$ cat src/rtl/cal_rtc_pkg.sv
package cal_rtc_pkg;

  localparam int SEC_W  = 6;
  localparam int MIN_W  = 6;
  localparam int HOUR_W = 5;
  localparam int DOW_W  = 3;
  localparam int DAY_W  = 5;
  localparam int MON_W  = 4;

  localparam int SEC_LAST  = 59;
  localparam int MIN_LAST  = 59;
  localparam int HOUR_LAST = 23;
  localparam int DOW_LAST  = 6;
  localparam int MON_LAST  = 12;

  // Gregorian rule with an override that removes every leap day
  function automatic logic is_leap(input int unsigned y, input logic force_common);
    logic by4, by100, by400;
    by4   = (y % 4)   == 0;
    by100 = (y % 100) == 0;
    by400 = (y % 400) == 0;
    return !force_common && ((by4 && !by100) || by400);
  endfunction

  function automatic logic [DAY_W-1:0] month_days(input logic [MON_W-1:0] m,
                                                  input logic leap);
    case (m)
      4'd4, 4'd6, 4'd9, 4'd11: return DAY_W'(30);
      4'd2:                    return leap ? DAY_W'(29) : DAY_W'(28);
      default:                 return DAY_W'(31);
    endcase
  endfunction

endpackage

$ cat src/rtl/rtc_run_ctl.sv
module rtc_run_ctl #(
  parameter int STAGES = 1
) (
  input  logic clk,
  input  logic rst,
  input  logic enable,
  output logic active
);
  logic [STAGES-1:0] pipe;

  generate
    if (STAGES == 1) begin : g_single
      always_ff @(posedge clk) begin
        if (rst) pipe <= '0;
        else     pipe <= enable;
      end
    end else begin : g_chain
      always_ff @(posedge clk) begin
        if (rst) pipe <= '0;
        else     pipe <= {pipe[STAGES-2:0], enable};
      end
    end
  endgenerate

  assign active = pipe[STAGES-1];

  assert_idle_after_reset_R1: assert property (@(posedge clk) rst |=> !active);

endmodule

$ cat src/rtl/rtc_tick_gen.sv
module rtc_tick_gen #(
  parameter int DIV_W = 16
) (
  input  logic             clk,
  input  logic             rst,
  input  logic             run,
  input  logic             load,
  input  logic [DIV_W-1:0] div_m1,
  output logic             tick
);
  logic [DIV_W-1:0] cnt;
  logic             wrap;

  assign wrap = (cnt >= div_m1);
  assign tick = run && !load && wrap;

  always_ff @(posedge clk) begin
    if (rst)           cnt <= '0;
    else if (load)     cnt <= '0;
    else if (!run)     cnt <= '0;
    else if (wrap)     cnt <= '0;
    else               cnt <= cnt + 1'b1;
  end

  // a load restarts the period, so no step directly follows it
  assert_restart_on_load_R5: assert property (@(posedge clk) disable iff (rst)
    (load && div_m1 != '0 && $stable(div_m1)) |=> !tick);

  assert_no_step_idle_R3: assert property (@(posedge clk) disable iff (rst)
    $fell(run) |=> !tick);

endmodule

$ cat src/rtl/rtc_wrap_cnt.sv
module rtc_wrap_cnt #(
  parameter int W    = 6,
  parameter int LAST = 59
) (
  input  logic         clk,
  input  logic         rst,
  input  logic         load,
  input  logic [W-1:0] load_val,
  input  logic         step,
  output logic [W-1:0] value,
  output logic         carry
);
  logic at_end;

  assign at_end = (value >= W'(LAST));
  assign carry  = step && at_end;

  always_ff @(posedge clk) begin
    if (rst)        value <= '0;
    else if (load)  value <= load_val;
    else if (step)  value <= at_end ? '0 : value + 1'b1;
  end

  assert_wrap_range_R6: assert property (@(posedge clk) disable iff (rst)
    (step && !load) |=> value <= W'(LAST));

endmodule

$ cat src/rtl/rtc_date_chain.sv
module rtc_date_chain
  import cal_rtc_pkg::*;
#(
  parameter int YEAR_W = 12
) (
  input  logic              clk,
  input  logic              rst,
  input  logic              load,
  input  logic [YEAR_W-1:0] set_year,
  input  logic [MON_W-1:0]  set_month,
  input  logic [DAY_W-1:0]  set_day,
  input  logic              day_step,
  input  logic              no_leap,
  output logic [YEAR_W-1:0] year,
  output logic [MON_W-1:0]  month,
  output logic [DAY_W-1:0]  day
);
  logic             leap;
  logic [DAY_W-1:0] last_day;
  logic             month_end;
  logic             year_end;

  assign leap      = is_leap(32'(year), no_leap);
  assign last_day  = month_days(month, leap);
  assign month_end = (day >= last_day);
  assign year_end  = (month >= MON_W'(MON_LAST));

  always_ff @(posedge clk) begin
    if (rst) begin
      year  <= '0;
      month <= '0;
      day   <= '0;
    end else if (load) begin
      year  <= set_year;
      month <= set_month;
      day   <= set_day;
    end else if (day_step) begin
      if (month_end) begin
        day <= DAY_W'(1);
        if (year_end) begin
          month <= MON_W'(1);
          year  <= year + 1'b1;
        end else begin
          month <= month + 1'b1;
        end
      end else begin
        day <= day + 1'b1;
      end
    end
  end

  assert_day_nonzero_R8: assert property (@(posedge clk) disable iff (rst)
    (day_step && !load) |=> day != '0);

  assert_year_only_on_step_R11: assert property (@(posedge clk) disable iff (rst)
    (!day_step && !load) |=> $stable(year));

endmodule

$ cat src/rtl/cal_rtc.sv
module cal_rtc
  import cal_rtc_pkg::*;
#(
  parameter int DIV_W      = 16,
  parameter int YEAR_W     = 12,
  parameter int RUN_STAGES = 1
) (
  input  logic              clk,
  input  logic              rst,
  input  logic [DIV_W-1:0]  div_m1,
  input  logic              enable,
  input  logic              load,
  input  logic              no_leap,
  input  logic [YEAR_W-1:0] set_year,
  input  logic [MON_W-1:0]  set_month,
  input  logic [DAY_W-1:0]  set_day,
  input  logic [DOW_W-1:0]  set_dow,
  input  logic [HOUR_W-1:0] set_hour,
  input  logic [MIN_W-1:0]  set_min,
  input  logic [SEC_W-1:0]  set_sec,
  output logic              active,
  output logic [YEAR_W-1:0] cur_year,
  output logic [MON_W-1:0]  cur_month,
  output logic [DAY_W-1:0]  cur_day,
  output logic [DOW_W-1:0]  cur_dow,
  output logic [HOUR_W-1:0] cur_hour,
  output logic [MIN_W-1:0]  cur_min,
  output logic [SEC_W-1:0]  cur_sec
);
  logic sec_step;
  logic min_step;
  logic hour_step;
  logic day_step;
  logic dow_carry;

  rtc_run_ctl #(.STAGES(RUN_STAGES)) u_run (
    .clk(clk), .rst(rst), .enable(enable), .active(active)
  );

  rtc_tick_gen #(.DIV_W(DIV_W)) u_tick (
    .clk(clk), .rst(rst), .run(active), .load(load),
    .div_m1(div_m1), .tick(sec_step)
  );

  rtc_wrap_cnt #(.W(SEC_W), .LAST(SEC_LAST)) u_sec (
    .clk(clk), .rst(rst), .load(load), .load_val(set_sec),
    .step(sec_step), .value(cur_sec), .carry(min_step)
  );

  rtc_wrap_cnt #(.W(MIN_W), .LAST(MIN_LAST)) u_min (
    .clk(clk), .rst(rst), .load(load), .load_val(set_min),
    .step(min_step), .value(cur_min), .carry(hour_step)
  );

  rtc_wrap_cnt #(.W(HOUR_W), .LAST(HOUR_LAST)) u_hour (
    .clk(clk), .rst(rst), .load(load), .load_val(set_hour),
    .step(hour_step), .value(cur_hour), .carry(day_step)
  );

  rtc_wrap_cnt #(.W(DOW_W), .LAST(DOW_LAST)) u_dow (
    .clk(clk), .rst(rst), .load(load), .load_val(set_dow),
    .step(day_step), .value(cur_dow), .carry(dow_carry)
  );

  rtc_date_chain #(.YEAR_W(YEAR_W)) u_date (
    .clk(clk), .rst(rst), .load(load),
    .set_year(set_year), .set_month(set_month), .set_day(set_day),
    .day_step(day_step), .no_leap(no_leap),
    .year(cur_year), .month(cur_month), .day(cur_day)
  );

  assert_load_copies_R4: assert property (@(posedge clk) disable iff (rst)
    load |=> (cur_sec == $past(set_sec) && cur_min == $past(set_min) &&
              cur_hour == $past(set_hour) && cur_dow == $past(set_dow) &&
              cur_day == $past(set_day) && cur_year == $past(set_year)));

  assert_frozen_idle_R3: assert property (@(posedge clk) disable iff (rst)
    (!active && !load) |=> ($stable(cur_sec) && $stable(cur_day)));

  assert_active_rise_R2: assert property (@(posedge clk) disable iff (rst)
    (RUN_STAGES == 1 && enable) |=> active);

  assert_dow_range_R7: assert property (@(posedge clk) disable iff (rst)
    (day_step && !dow_carry) |=> cur_dow != '0);

endmodule

$ cat config.mk
export PLATFORM = sky130hd
export DESIGN_NAME = cal_rtc
export DESIGN_NICKNAME = d
export VERILOG_FILES = /design/src/rtl/cal_rtc_pkg.sv /design/src/rtl/rtc_run_ctl.sv /design/src/rtl/rtc_tick_gen.sv /design/src/rtl/rtc_wrap_cnt.sv /design/src/rtl/rtc_date_chain.sv /design/src/rtl/cal_rtc.sv
export SDC_FILE = /design/constraint.sdc
export NUM_CORES = 1
export LEC_CHECK = 0
export CORE_UTILIZATION = 45
export CTS_CLUSTER_SIZE = 20
export DETAILED_ROUTE_END_ITERATION = 6
export PLACE_DENSITY = 0.7
export SLEW_MARGIN = 5
export SYNTH_ARGS = -nofsm -noshare
export SYNTH_HDL_FRONTEND = slang
export SYNTH_SLANG_ARGS = --single-unit
$ cat constraint.sdc
create_clock -name clk -period 8.7 [get_ports clk]
set_input_delay 1.74 -clock clk [delete_from_list [all_inputs] [get_ports clk]]
set_output_delay 1.74 -clock clk [all_outputs]
set_load 0.02 [all_outputs]
==> flow_summary.ini, run 1 <==
[placed_design]
port-buffer-count = 103
gp_congestion = 0.848
place_inst = 851
preCtsSetupSlack_ps = 1920
hpwlAfterDp_mm = 10.1

[yosys]
syn-instance-count = 647
postSynthRegisterBits = 58
net_count_after_synthesis = 741
ys_dominant_reg_cell = sky130_fd_sc_hd__dfxtp_1
synth_largest_type_area_fraction = 0.235
number_of_enable_type_register_cells_in_the_synthesized_netlist = 0
synth-adder-area-share = 0.0830
seq_area_frac_synth = 0.235
synth-warning-count = 0
post_synth_main_area_contributors = sky130_fd_sc_hd__dfxtp_1 (23%), sky130_fd_sc_hd__ha_1 (8.1%), sky130_fd_sc_hd__nor2_1 (6.1%), sky130_fd_sc_hd__inv_1 (3.6%), sky130_fd_sc_hd__nand3_1 (3.5%)
netlist_area_um2 = 4940
post_synth_and_or_nand_nor_area_fraction = 0.265
synthesized_area_fraction_occupied_by_ao_oa_aoi_and_oai_cells = 0.273
synth_area_per_cell_um2 = 7.64
main_combinational_cell_family_by_area_after_synthesis = compound AO/OA/AOI/OAI gates
share_of_flip_flops_with_an_asynchronous_set_or_reset = 0
yosys-mux-area-fraction = 0.0268
post_synth_xor_area_fraction = 0.0390
ys_types = 81
yosys.area.top_type = sky130_fd_sc_hd__dfxtp_1

[floorplan]
floorplan.die.height_um = 107
io_pins = 104
fp-row-count = 37
fp.coreArea_um2 = 10500
die_x_um = 107
die_area_um2 = 11400
floorplan.initialDensity = 0.470

[sta]
period_share = 0.792
setup_repair_after_global_routing_missed_its_margin = no
setup_viol_count_final = 0
worst_pin_slew_ps = 1180
finalClockSkew_ps = 12.7
max_transition_viols_final = 0
pnr_worst_setup_slack_ps = 1810
hold_viol_final = 0
fmax_mhz = 145
slew_headroom = 0.209
layout_min_cycle_time_ps = 6890
tns_setup_ps = 0

[routing]
vias_per_cell = 5.91
first_iter_violations = 249
detailedRoute.firstPassIterationCount = 5
antenna_left = 0
drt-total-wl_mm = 13.7
route.detailed.drc = 0
routed-via-count = 5126
routedWlPerCell_um = 15.8

[finish]
n_antenna_cell = 0
seqCellArea_um2 = 1160
share_of_final_layout_standard_cells_stronger_than_drive_strength_1 = 0.0643
multi_input_area_um2 = 3390
synthToLayoutAreaGrowth_pct = 24.9
utilization = 0.588
filler_cell_count = 961
final_cell_count_no_fill = 867
number_of_nets_in_the_layout = 820

[critical_path]
r2r_cells = 24
critPathMaxFanout = 20
data_arrival_time_of_the_worst_path_ps = 7170
worstSetupStartpointType = flip-flop
worstReg2RegStart = u_date.year[9]
crit_start = u_date.year[9]
worst-r2r-setup-slack_ps = 1810
cp.required_ps = 8970
reg2reg_to = u_date.year[8]
critical_path.endpoint_type = flip-flop
crit_type = flip-flop to flip-flop

[status]
outcome = finished, final reports clean

[power]
clock_power_share = 0.324
net-switching-power_uw = 269
power.sequential.fraction = 0.378
power.ir.vdd_worst_uv = 85.7
sw_frac_of_total = 0.331
pwr-share-comb = 0.298
static-leakage-power_uw = 0.00237
p_int_uw = 543
powerDensity_nw_per_um2 = 131

[grt]
grt_max_degree = 46
initial_antenna_violation_count = 0
grt_first_pass_wirelength_mm = 22.7
grt.total_usage = 0.246
grt_pass1_vias = 4733
globalRoute.totalOverflow = 0

[clock_tree]
clock_path_buffers = 2
clock_insertion_delay_worst_skew_ps = 340
cts.htree.levels = 3
clock-sinks = 58
ctsRootBufferMaster = sky130_fd_sc_hd__clkbuf_8
cts.repair.resized = 0
tritoncts.num_buffers = 9
cts_tree = yes
ctsHoldBuffers = 0
cts.reportedPaths.clkPinSlew_ps = 70
cts_setup_buffers = 0

[min_path]
hold_path.startpoint = u_tick.cnt[0]
min_to = u_tick.cnt[0]
hold_class = flip-flop to flip-flop
min_delay_path_depth = 1

[flow_run]
timing.max_cap.violations = 0
## power by group through the flow
stage                     clock network, µW  logic [µW]  registers [µW]
final                                   263         242             306
after floorplan                           0         154             313
after global placement                    0         238             311
after detailed placement                  0         240             311
after CTS                               270         241             306
after global routing                    285         264             310
## flip-flops by register name, summed over array words and instances (netlist names)
signal and count:
u_min.value 6, u_date.day 5, u_date.month 4, u_sec.value 6
u_dow.value 3, u_run.active 1, u_hour.value 5, u_date.year 12
u_tick.cnt 16
## metal layers
layer / vias up / part of all wire / GRT usage
met5: - / 0 / 0
met4: 0 / 0.020 / 0.0812
met3: 23 / 0.061 / 0.0571
met2: 176 / 0.46 / 0.397
met1: 2377 / 0.46 / 0.322
li1: 2550 / - / -
## placed cells by master (no fill, tap or decap), types with 4 or more instances in the layout
| cell | Yosys | final |
|---|---|---|
| sky130_fd_sc_hd__a2111oi_0 | 5 | 5 |
| sky130_fd_sc_hd__a211oi_1 | 12 | 12 |
| sky130_fd_sc_hd__a21o_1 | 11 | 11 |
| sky130_fd_sc_hd__a21oi_1 | 25 | 25 |
| sky130_fd_sc_hd__a221oi_1 | 8 | 8 |
| sky130_fd_sc_hd__a311oi_1 | 10 | 10 |
| sky130_fd_sc_hd__a31oi_1 | 11 | 11 |
| sky130_fd_sc_hd__and3_1 | 8 | 8 |
| sky130_fd_sc_hd__and4_1 | 4 | 4 |
| sky130_fd_sc_hd__buf_4 | 3 | 5 |
| sky130_fd_sc_hd__clkbuf_8 | 0 | 11 |
| sky130_fd_sc_hd__clkdlybuf4s50_1 | 0 | 103 |
| sky130_fd_sc_hd__dfxtp_1 | 58 | 58 |
| sky130_fd_sc_hd__ha_1 | 32 | 32 |
| sky130_fd_sc_hd__inv_1 | 47 | 47 |
| sky130_fd_sc_hd__mux2i_1 | 11 | 11 |
| sky130_fd_sc_hd__nand2_1 | 43 | 43 |
| sky130_fd_sc_hd__nand2b_1 | 7 | 7 |
| sky130_fd_sc_hd__nand3_1 | 35 | 35 |
| sky130_fd_sc_hd__nand4_1 | 6 | 6 |
| sky130_fd_sc_hd__nand4b_1 | 5 | 5 |
| sky130_fd_sc_hd__nor2_1 | 80 | 80 |
| sky130_fd_sc_hd__nor2b_1 | 8 | 8 |
| sky130_fd_sc_hd__nor3_1 | 16 | 16 |
| sky130_fd_sc_hd__nor3b_1 | 6 | 6 |
| sky130_fd_sc_hd__nor4_1 | 6 | 6 |
| sky130_fd_sc_hd__o211ai_1 | 9 | 9 |
| sky130_fd_sc_hd__o21ai_0 | 29 | 29 |
| sky130_fd_sc_hd__o21bai_1 | 4 | 4 |
| sky130_fd_sc_hd__or2_2 | 4 | 4 |
| sky130_fd_sc_hd__or3_1 | 7 | 7 |
| sky130_fd_sc_hd__or4_1 | 5 | 5 |
| sky130_fd_sc_hd__xnor2_1 | 13 | 13 |
| sky130_fd_sc_hd__xor2_1 | 9 | 9 |
## cell type report
| type | instances | area share |
|---|---|---|
| clock buffer | 12 | 0.0251 |
| inverter | 47 | 0.0286 |
| tap | 136 | 0.0276 |
| timing repair buffer | 108 | 0.173 |
| multi-input combinational | 502 | 0.550 |
| sequential | 58 | 0.188 |
| clock inverter | 4 | 0.00811 |
## synthesized netlist by cell type, types with 5 or more instances
cell type                   number
sky130_fd_sc_hd__nand2b_1        7
sky130_fd_sc_hd__ha_1           32
sky130_fd_sc_hd__a21o_1         11
sky130_fd_sc_hd__or4_1           5
sky130_fd_sc_hd__a21oi_1        25
sky130_fd_sc_hd__clkbuf_1       26
sky130_fd_sc_hd__o21ai_0        29
sky130_fd_sc_hd__a2111oi_0       5
sky130_fd_sc_hd__nor3b_1         6
sky130_fd_sc_hd__and3_1          8
sky130_fd_sc_hd__a211oi_1       12
sky130_fd_sc_hd__inv_1          47
sky130_fd_sc_hd__xnor2_1        13
sky130_fd_sc_hd__nand4b_1        5
sky130_fd_sc_hd__nor3_1         16
sky130_fd_sc_hd__nand2_1        43
sky130_fd_sc_hd__buf_6           6
sky130_fd_sc_hd__nand4_1         6
sky130_fd_sc_hd__nand3_1        35
sky130_fd_sc_hd__nor2_1         80
sky130_fd_sc_hd__dfxtp_1        58
sky130_fd_sc_hd__nor2b_1         8
sky130_fd_sc_hd__a311oi_1       10
sky130_fd_sc_hd__o211ai_1        9
sky130_fd_sc_hd__a221oi_1        8
sky130_fd_sc_hd__mux2i_1        11
sky130_fd_sc_hd__or3_1           7
sky130_fd_sc_hd__xor2_1          9
sky130_fd_sc_hd__nor4_1          6
sky130_fd_sc_hd__a31oi_1        11
## cell families after synthesis
| group | Yosys count |
|---|---|
| AO/OA/AOI/OAI | 178 |
| XOR/XNOR | 22 |
| adder cells (fa/ha/maj) | 33 |
| buffers and inverters | 87 |
| flip-flops | 58 |
| multiplexers | 13 |
| AND/OR/NAND/NOR | 256 |
## worst max-delay path by stage
stage,endpoint,slack [ps],cells past startpoint
6_report,u_date.year[8],1810,24
5_1_grt,u_date.year[8],1260,24
4_1_cts,u_date.year[6],1870,24
3_5_place_dp,u_date.year[8],1920,24
3_3_place_gp,u_date.year[8],2110,24
2_1_floorplan,u_date.year[9],2580,27
## stage by stage
stage / hold slack (ps) / area [µm²] / power [µW]
3_5_place_dp: 476 / 5970 / 551
2_1_floorplan: 441 / 4940 / 468
6_report: 491 / 6170 / 812
4_1_cts: 494 / 6170 / 816
3_3_place_gp: 467 / 5970 / 548
5_1_grt: 535 / 6170 / 858
## worst max-delay path, cell delays in order (launching register included)
cell,delay (ps)
sky130_fd_sc_hd__dfxtp_1,760
sky130_fd_sc_hd__nor3_2,160
sky130_fd_sc_hd__nor2_1,130
sky130_fd_sc_hd__ha_1,280
sky130_fd_sc_hd__nand4b_1,270
sky130_fd_sc_hd__o22ai_1,270
sky130_fd_sc_hd__nor2_1,130
sky130_fd_sc_hd__or2_0,390
sky130_fd_sc_hd__a211oi_1,460
sky130_fd_sc_hd__nor2_1,180
sky130_fd_sc_hd__or4_4,530
sky130_fd_sc_hd__a311oi_2,250
sky130_fd_sc_hd__nor3_1,100
sky130_fd_sc_hd__xnor2_1,190
sky130_fd_sc_hd__mux2i_1,220
sky130_fd_sc_hd__a21oi_1,90
sky130_fd_sc_hd__ha_1,280
sky130_fd_sc_hd__nand2b_1,100
sky130_fd_sc_hd__a21oi_1,110
sky130_fd_sc_hd__nor2_1,130
sky130_fd_sc_hd__nor2_1,70
sky130_fd_sc_hd__or4_1,610
sky130_fd_sc_hd__or2_2,430
sky130_fd_sc_hd__or4_1,510
sky130_fd_sc_hd__a31oi_1,170
Note: power is estimated with default switching activity, not from simulation.
==> run 2, diff against run 1 <==
--- a/config.mk
+++ b/config.mk
@@ -8,7 +8,7 @@
 export CORE_UTILIZATION = 45
 export CTS_CLUSTER_SIZE = 20
 export DETAILED_ROUTE_END_ITERATION = 6
-export PLACE_DENSITY = 0.7
+export PLACE_DENSITY = 0.73
 export SLEW_MARGIN = 5
 export SYNTH_ARGS = -nofsm -noshare
 export SYNTH_HDL_FRONTEND = slang
==> constraint.sdc (replaced) <==
create_clock -name clk -period 6.3 [get_ports clk]
set_input_delay 1.26 -clock clk [delete_from_list [all_inputs] [get_ports clk]]
set_output_delay 1.26 -clock clk [all_outputs]
set_load 0.02 [all_outputs]
==> run 2 against run 1 <==
Effect of this change: clock power rose by 20%; critical path type unchanged; sequential cell count did not move; setup slack got worse by 1400 ps; core utilization is 2.1 points higher.
==> flow_summary.ini, run 2 (synthesized netlist as in run 1, its figures left out) <==
[critical_path]
worstSetupStartpointType = flip-flop
cp.required_ps = 6530
critPathMaxFanout = 14
critical_path.endpoint_type = flip-flop
data_arrival_time_of_the_worst_path_ps = 6160
crit_type = flip-flop to flip-flop

[finish]
synthToLayoutAreaGrowth_pct = 29.4
filler_cell_count = 955
largest_registers_in_the_final_layout = u_tick.cnt x16, u_date.year x12
final_common_cell = sky130_fd_sc_hd__clkdlybuf4s50_1
final_cell_mix = sky130_fd_sc_hd__clkdlybuf4s50_1 (103), sky130_fd_sc_hd__nor2_1 (80), sky130_fd_sc_hd__dfxtp_1 (58), sky130_fd_sc_hd__inv_1 (47), sky130_fd_sc_hd__nand2_1 (43)
n_antenna_cell = 0
max_flop_register = u_tick.cnt
share_of_final_layout_standard_cells_stronger_than_drive_strength_1 = 0.109
largest_register_ff_count = 16
number_of_nets_in_the_layout = 842

[routing]
route.detailed.drc = 0
detailedRoute.firstPassIterationCount = 5
routedWlPerCell_um = 16.2
wire_length_on_met1_mm = 6.33
drt-total-wl_mm = 14.4
antenna_left = 0
first_iter_violations = 347
routed-via-count = 5245
wl_met2_mm = 7.01
uppermost_layer_routed = met4
vias_per_cell = 5.90
wl_met3_um = 902

[power]
static-leakage-power_uw = 0.00249
power.ir.vdd_worst_uv = 92.0
powerDensity_nw_per_um2 = 174

[floorplan]
floorplan.initialDensity = 0.470
die_area_um2 = 11400
floorplan.die.height_um = 107
die_x_um = 107
fp-row-count = 37
io_pins = 104
fp.coreArea_um2 = 10500

[grt]
grt.total_usage = 0.253
grt_first_pass_wirelength_mm = 23.4
globalRoute.totalOverflow = 0
initial_antenna_violation_count = 0
grt_max_degree = 46
grt_pass1_vias = 4916

[placed_design]
port-buffer-count = 103
hpwlAfterDp_mm = 10.6
gp_congestion = 0.940
preCtsSetupSlack_ps = 80.7

[sta]
worst_pin_slew_ps = 727
pnr_worst_setup_slack_ps = 369
max_transition_viols_final = 0
period_share = 0.941
finalClockSkew_ps = 11.2
setup_repair_after_global_routing_missed_its_margin = no
hold_viol_final = 0
fmax_mhz = 169
layout_min_cycle_time_ps = 5930
slew_headroom = 0.515
setup_viol_count_final = 0
tns_setup_ps = 0

[clock_tree]
cts.htree.levels = 3
cts_tree = yes
clock-sinks = 58
ctsRootBufferMaster = sky130_fd_sc_hd__clkbuf_8
clock_insertion_delay_worst_skew_ps = 340
cts.reportedPaths.clkPinSlew_ps = 70
tritoncts.num_buffers = 9
clock_path_buffers = 2

[status]
outcome = finished, final reports clean

[min_path]
hold_class = flip-flop to flip-flop

[flow_run]
timing.max_cap.violations = 0
run 2: power breakdown:
part | total, µW | switching [µW] | leakage [µW] | internal (µW)
Sequential | 412 | 27.5 | 0.000478 | 385
Combinational | 383 | 198 | 0.00192 | 185
Clock | 315 | 162 | 0.0000882 | 153
Total | 1110 | 387 | 0.00249 | 723
run 2: final timing paths:
| check | start | end | slack (ps) | cells past startpoint |
|---|---|---|---|---|
| worst min register to register | u_tick.cnt[0] | u_tick.cnt[0] | 480 | 1 |
| worst max-delay path | u_date.year[7] | u_date.year[9] | 370 | 24 |
| worst min-delay path | u_tick.cnt[0] | u_tick.cnt[0] | 480 | 1 |
| worst max register to register | u_date.year[7] | u_date.year[9] | 370 | 24 |
run 2: repair_timing:
item | 4_1_cts | 5_1_grt
setup buffers | 0 | 7
gates resized for setup | 0 | 17
endpoints found under the setup margin | 0 | 12
hold buffers | 0 | 0
run 2: layout make-up:
type / count / area [µm²] / share of cell area
flip-flops and latches: 58 / 1160 / 0.181
inverters: 47 / 176 / 0.0276
multi-input cells: 502 / 3480 / 0.543
clock inverters: 6 / 42.5 / 0.00665
repair buffers: 130 / 1230 / 0.193
well taps: 136 / 170 / 0.0266
clock buffers: 10 / 138 / 0.0215
run 2: layer usage:
layer  vias up  track usage
met5         -            0
met4         0       0.0597
met3        18       0.0474
met2       186        0.434
met1      2457        0.328
li1       2584            -
run 2: through the flow:
step | hold WS, ps | std cells | util | total power [µW] | cell area (µm²)
4_1_cts | 491 | 882 | 0.597 | 1090 | 6270
2_1_floorplan | 441 | 647 | - | 646 | 4940
5_1_grt | 515 | 889 | 0.609 | 1170 | 6400
3_5_place_dp | 475 | 866 | 0.579 | 775 | 6090
3_3_place_gp | 464 | 866 | 0.579 | 770 | 6090
6_report | 484 | 889 | 0.609 | 1110 | 6400
run 2: worst max-delay path, cell delays in order, from the launching register on:
cell                       delay, ps
sky130_fd_sc_hd__dfxtp_1         320
sky130_fd_sc_hd__nor3_2          200
sky130_fd_sc_hd__nor2_1           60
sky130_fd_sc_hd__ha_1            330
sky130_fd_sc_hd__nand4b_1        270
sky130_fd_sc_hd__o22ai_1         260
sky130_fd_sc_hd__nor2_1          140
sky130_fd_sc_hd__or2_4           320
sky130_fd_sc_hd__a211oi_2        300
sky130_fd_sc_hd__nor2_1           90
sky130_fd_sc_hd__or4_4           510
sky130_fd_sc_hd__a311oi_2        260
sky130_fd_sc_hd__nor3_1           90
sky130_fd_sc_hd__xnor2_1         200
sky130_fd_sc_hd__mux2i_1         210
sky130_fd_sc_hd__a21oi_1          90
sky130_fd_sc_hd__ha_1            270
sky130_fd_sc_hd__nand2b_1        100
sky130_fd_sc_hd__a21oi_1          80
sky130_fd_sc_hd__nor2_1          110
sky130_fd_sc_hd__nor2_1           70
sky130_fd_sc_hd__or4_1           550
sky130_fd_sc_hd__or2_4           310
sky130_fd_sc_hd__or3_1           350
sky130_fd_sc_hd__a311oi_1        320
